$ cat config.mk
export PLATFORM = sky130hd
export DESIGN_NAME = fmr_cmd_decoder
export DESIGN_NICKNAME = d
export VERILOG_FILES = /design/src/rtl/fmr_pkg.sv /design/src/rtl/fmr_cmd_decode.sv /design/src/rtl/fmr_mode_reg.sv /design/src/rtl/fmr_addr_latch.sv /design/src/rtl/fmr_cmd_decoder.sv
export SDC_FILE = /design/constraint.sdc
export NUM_CORES = 1
export LEC_CHECK = 0
export BUFFER_PORTS_ARGS = -buffer_cell sky130_fd_sc_hd__buf_2
export CAP_MARGIN = 15
export CORE_MARGIN = 8
export CORE_UTILIZATION = 25
export DETAILED_ROUTE_END_ITERATION = 6
export GPL_TIMING_DRIVEN = 0
export PLACE_DENSITY = 0.43
export RECOVER_POWER = 25
export SLEW_MARGIN = 25
export SYNTH_ARGS = -nofsm -noshare
export SYNTH_HDL_FRONTEND = slang
export SYNTH_SLANG_ARGS = --single-unit
$ cat constraint.sdc
create_clock -name clk -period 2.07 [get_ports clk]
set_clock_uncertainty 0.15 [all_clocks]
set_input_delay 0 -clock clk [delete_from_list [all_inputs] [get_ports clk]]
set_output_delay 0 -clock clk [all_outputs]
set_load 0.05 [all_outputs]
$ cat src/rtl/fmr_pkg.sv
package fmr_pkg;

    typedef enum logic [2:0] {
        CMD_NOP,
        CMD_MRS,
        CMD_ACT,
        CMD_COL,
        CMD_CLOSE,
        CMD_OTHER
    } cmd_t;

    // Field order matches address bits 7..0
    typedef struct packed {
        logic       read_id;
        logic       row_lat_sel;
        logic [2:0] col_lat;
        logic       burst_ilv;
        logic [1:0] bl_code;
    } mode_t;

    localparam logic [7:0] MODE_DEFAULT_BITS = 8'h6A;
    localparam mode_t      MODE_DEFAULT      = mode_t'(MODE_DEFAULT_BITS);

    function automatic logic [3:0] burst_len_of(input logic [1:0] code);
        return 4'(1) << code;
    endfunction

    function automatic logic [1:0] row_lat_of(input logic sel);
        return sel ? 2'd2 : 2'd1;
    endfunction

endpackage

$ cat src/rtl/fmr_cmd_decode.sv
module fmr_cmd_decode
    import fmr_pkg::*;
(
    input  logic cs_n,
    input  logic ras_n,
    input  logic cas_n,
    input  logic mr_n,
    input  logic cke,
    output cmd_t cmd
);

    always_comb begin
        if (!cke || cs_n) begin
            cmd = CMD_NOP;
        end else begin
            case ({ras_n, cas_n, mr_n})
                3'b000:  cmd = CMD_MRS;
                3'b011:  cmd = CMD_ACT;
                3'b101:  cmd = CMD_COL;
                3'b110:  cmd = CMD_CLOSE;
                3'b111:  cmd = CMD_NOP;
                default: cmd = CMD_OTHER;
            endcase
        end
    end

endmodule

$ cat src/rtl/fmr_mode_reg.sv
module fmr_mode_reg
    import fmr_pkg::*;
#(
    parameter int PGM_CYCLES = 3
) (
    input  logic       clk,
    input  logic       rst,
    input  logic       load,
    input  logic [7:0] data,
    output mode_t      mode,
    output logic       busy
);

    localparam int CNT_W = $clog2(PGM_CYCLES + 1);
    localparam logic [CNT_W-1:0] CNT_LOAD = CNT_W'(PGM_CYCLES);

    logic [CNT_W-1:0] cnt_q;

    always_ff @(posedge clk) begin
        if (rst) begin
            mode  <= MODE_DEFAULT;
            cnt_q <= '0;
        end else if (load) begin
            mode  <= mode_t'(data);
            cnt_q <= CNT_LOAD;
        end else if (cnt_q != '0) begin
            cnt_q <= cnt_q - 1'b1;
        end
    end

    assign busy = (cnt_q != '0);

endmodule

$ cat src/rtl/fmr_addr_latch.sv
module fmr_addr_latch #(
    parameter int ADDR_W = 12
) (
    input  logic              clk,
    input  logic              rst,
    input  logic              act_en,
    input  logic              col_en,
    input  logic              close_en,
    input  logic [ADDR_W-1:0] addr,
    output logic [ADDR_W-1:0] row_addr,
    output logic [ADDR_W-1:0] col_addr,
    output logic              row_open
);

    always_ff @(posedge clk) begin
        if (rst) begin
            row_addr <= '0;
            col_addr <= '0;
            row_open <= 1'b0;
        end else begin
            if (act_en) begin
                row_addr <= addr;
                row_open <= 1'b1;
            end
            if (col_en && row_open) begin
                col_addr <= addr;
            end
            if (close_en) begin
                row_open <= 1'b0;
            end
        end
    end

endmodule

$ cat src/rtl/fmr_cmd_decoder.sv
module fmr_cmd_decoder
    import fmr_pkg::*;
#(
    parameter int ADDR_W     = 12,
    parameter int PGM_CYCLES = 3
) (
    input  logic              clk,
    input  logic              rst,
    input  logic              cs_n,
    input  logic              ras_n,
    input  logic              cas_n,
    input  logic              mr_n,
    input  logic              cke,
    input  logic [ADDR_W-1:0] addr,
    output logic [3:0]        burst_len,
    output logic              burst_ilv,
    output logic [2:0]        col_lat,
    output logic [1:0]        row_lat,
    output logic              read_id,
    output logic [ADDR_W-1:0] row_addr,
    output logic [ADDR_W-1:0] col_addr,
    output logic              row_open,
    output logic              busy,
    output logic              err
);

    cmd_t  cmd;
    mode_t mode;
    logic  live, conflict, exec;

    fmr_cmd_decode u_dec (
        .cs_n (cs_n),
        .ras_n(ras_n),
        .cas_n(cas_n),
        .mr_n (mr_n),
        .cke  (cke),
        .cmd  (cmd)
    );

    // A command counts once decoded and while the block is healthy
    assign live     = (cmd != CMD_NOP) && !err;
    assign conflict = live && (busy || ((cmd == CMD_MRS) && row_open));
    assign exec     = live && !conflict;

    always_ff @(posedge clk) begin
        if (rst) begin
            err <= 1'b0;
        end else if (conflict) begin
            err <= 1'b1;
        end
    end

    fmr_mode_reg #(.PGM_CYCLES(PGM_CYCLES)) u_mode (
        .clk (clk),
        .rst (rst),
        .load(exec && (cmd == CMD_MRS)),
        .data(addr[7:0]),
        .mode(mode),
        .busy(busy)
    );

    fmr_addr_latch #(.ADDR_W(ADDR_W)) u_addr (
        .clk     (clk),
        .rst     (rst),
        .act_en  (exec && (cmd == CMD_ACT)),
        .col_en  (exec && (cmd == CMD_COL)),
        .close_en(exec && (cmd == CMD_CLOSE)),
        .addr    (addr),
        .row_addr(row_addr),
        .col_addr(col_addr),
        .row_open(row_open)
    );

    assign burst_len = burst_len_of(mode.bl_code);
    assign burst_ilv = mode.burst_ilv;
    assign col_lat   = mode.col_lat;
    assign row_lat   = row_lat_of(mode.row_lat_sel);
    assign read_id   = mode.read_id;

endmodule

==> key figures <==
Run status
  – Outcome: finished clean

Drt
  – Residual DRC: 0
  – Top Layer Used: met4
  – DRT antenna net count: 0
  – Met3 wire len: around 220 um
  – DR iter-0 viols: 101
  – Met1 Routed Length: roughly 2600 um
  – Drt total wl: 5440 um
  – Wirelength per Cell: around 16 um
  – Via density: 4.78
  – Initial DRT Pass Iterations: 4
  – Met2 wire len: between 2000 and 3000 um
  – Routed vias: 1607

Global routing
  – Initial antenna violation count: 0
  – Total Routing Usage GR: a little under an eighth
  – Largest net degree at the start of global routing: 11
  – Total global routing overflow: 0
  – Vias in the first global route: approximately 1600
  – First-pass GRT wire length: between 8000 and 9000 um

Setup path
  – CP Launch Type: flop
  – Max Fanout on Critical Path: 10
  – Most used cell, CP: buf_4
  – CP arrival: 1.89 ns
  – Worst path slowest cell: dfxtp_1
  – Critical Path RT: around 2.1 ns
  – Crit path capture type: flop
  – Critical Path Max Stage Delay: 0.32 ns
  – Top delay family on crit path: buffers and inverters
  – WP buf/inv: 3
  – CP Cell Sequence: inv_1 > ha_1 > and4bb_1 > buf_4 > buf_4 > a21oi_1 > a311o_1
  – CP Class: reg -> reg

Clocking
  – H-Tree Depth: 2
  – CTS tree: done
  – Post-CTS Setup Inserts: 0
  – Worst-Skew Late Latency: between 0.2 and 0.3 ns
  – CTS Buf Count: 5
  – Clock buffer depth: 2
  – Clk pin slew, worst setup/hold paths: 0.07 ns
  – Root Buffer: clkbuf_8
  – Clock sink total: 36

Synthesis
  – Synthesized cell area: around 1600 um^2
  – Asr flop ratio synth: 0%
  – Register bit total from synthesis: 36
  – Mean Syn Cell Area: between 8 and 9 um^2
  – Largest area contributor in the netlist: dfxtp_1
  – Synth unique cells: 33
  – Number of synthesized flops with an enable pin: 0
  – Synthesized netlist net count: between 200 and 250
  – Area contributors post-synth: dfxtp_1 46%, a21oi_1 10%, o21ai_0 9.3%, nand3_1 8.9%, buf_4 2.9%
  – Yosys synthesis warning count: 0
  – Synth Instances: roughly 180
  – Post-synth top area share: approximately 46%
  – Ys flop type: dfxtp_1
  – Register area share after synthesis: 46.0%

Power and ir drop
  – P_int: between 1 and 1.5 mW
  – Switching Share: 32.6%
  – Reg power frac: between 40% and 50%
  – Logic pwr share: 24.7%
  – Pwr/cell area: ~800 nW/um^2
  – Leak: ~0.84 nW
  – Maximum vdd drop: about 0.30 mV
  – Psw: 0.559 mW
  – Clock Power Share: around a third

Floorplanning
  – DIE HEIGHT: around 95 um
  – IO Count: 57
  – Row cnt: 29
  – Chip width: ~95 um
  – Starting density of the core: between 20% and 30%
  – Die area: 9060 um^2
  – Core Box Area: roughly 6200 um^2

Final layout
  – Filler instances: approximately 670
  – Layout Cells excl Fill: about 340
  – Layout Nets: between 200 and 300
  – Commonest non-fill, non-tap cells in the layout: 40 x buf_2, 36 x dfxtp_1, 32 x a21oi_1
  – Layout cells sized above 1: 22.0%
  – Area delta synth->final: 38.1%
  – Most common cell after layout, fill and taps aside: buf_2
  – Core Util, Final: roughly a third
  – ANT cells: 0

Placement
  – Post-placement cell count: between 300 and 400
  – Port-buffer cells: 52
  – Placer congestion estimate: around 0.75
  – Post-DP HPWL: 3840 um

STA
  – Final worst path period need: about 1.9 ns
  – Setup TNS: 0 ns
  – Max-slew violations: 0
  – RSZ-0062 raised after global routing: false
  – Final Hold Vio Count: 0
  – Slew @ Worst Pin: 0.625 ns
  – Final setup fails: 0
  – Period utilization: 89.9%
  – Slew HR: 58.5%
  – Worst hold margin: between 0.04 and 0.05 ns
  – FMAX: around 0.54 GHz

Min path
  – Hold Crit Class: in -> reg

Job
  – # Max-Cap Violations: 0
[state kept, by name, summed over array words and instances, names as in the netlist]
register	cells
u_mode.cnt_q	2
u_addr.row_addr	12
u_addr.row_open	1
err	1
u_addr.col_addr	12
u_mode.mode	8
[power by group through the flow]
stage | sequential (mW) | combinational [mW] | clock [mW]
floorplan | 0.780 | 0.257 | 0
global placement | 0.753 | 0.402 | 0
detailed placement | 0.753 | 0.402 | 0
CTS | 0.737 | 0.432 | 0.564
global route | 0.740 | 0.463 | 0.592
finish | 0.737 | 0.422 | 0.554
[worst reg2reg max path: stages, from the launching register on]
cell	delay (ns)
dfxtp_1	0.32
inv_1	0.06
ha_1	0.27
and4bb_1	0.22
buf_4	0.16
buf_4	0.18
a21oi_1	0.07
a311o_1	0.32
[through the flow]
step	setup slack [ns]	cell area [um^2]	power (mW)
3_3_place_gp	0.0733	1920	1.16
2_1_floorplan	0.320	1570	1.04
5_1_grt	0.0576	2160	1.79
4_1_cts	0.0516	2190	1.73
6_report	0.209	2160	1.71
3_5_place_dp	0.0889	1920	1.16
[what timing repair did]
item,4_1_cts,5_1_grt
setup endpoints to repair,0,10
gates resized for setup,0,0
hold buffers,17,0
hold endpoints to repair,34,0
[Yosys cell counts, types with 2 or more instances]
cell / instances
nor2_1: 3
buf_4: 6
a211o_1: 3
inv_1: 6
and3_1: 3
buf_2: 6
and4b_1: 2
a21oi_1: 32
nand3_1: 28
dfxtp_1: 36
o21ai_0: 29
nor2b_1: 2
clkbuf_1: 8
[routing by layer]
layer / global-route usage, % / vias to the layer above
li1: - / 809
met1: 15.0 / 750
met2: 18.4 / 37
met3: 2.20 / 11
met4: 7.02 / 0
met5: 0 / -
[cell families (layout without fill, tap and decap cells)]
group / Yosys count / count (layout) / share of synthesized area, %
buffers and inverters: 28 / 103 / 9.18
XOR/XNOR: 1 / 1 / 0.559
adder cells (fa/ha/maj): 1 / 1 / 0.798
AND/OR/NAND/NOR: 48 / 48 / 19.2
flip-flops: 36 / 36 / 46.0
AO/OA/AOI/OAI: 70 / 70 / 24.3
[final cells by class]
cell class              instances  area (um^2)  share of cell area, %
well taps                      77         96.3                   4.45
plain buffers                  21          118                   5.43
clock buffers                   7         96.3                   4.45
inverters                       6         22.5                   1.04
multi-input cells             120          703                   32.5
repair buffers                 69          408                   18.8
flip-flops and latches         36          721                   33.3
[final timing paths]
check	from	to	slack, ns	depth (start not counted)
hold / removal	rst	err	0.04	2
setup / recovery	u_mode.cnt_q[0]	u_mode.mode[6]	0.21	7
hold reg to reg	u_mode.mode[5]	u_mode.mode[5]	0.32	1
setup reg to reg	u_mode.cnt_q[0]	u_mode.mode[6]	0.21	7
(Power assumes the default switching activity.)
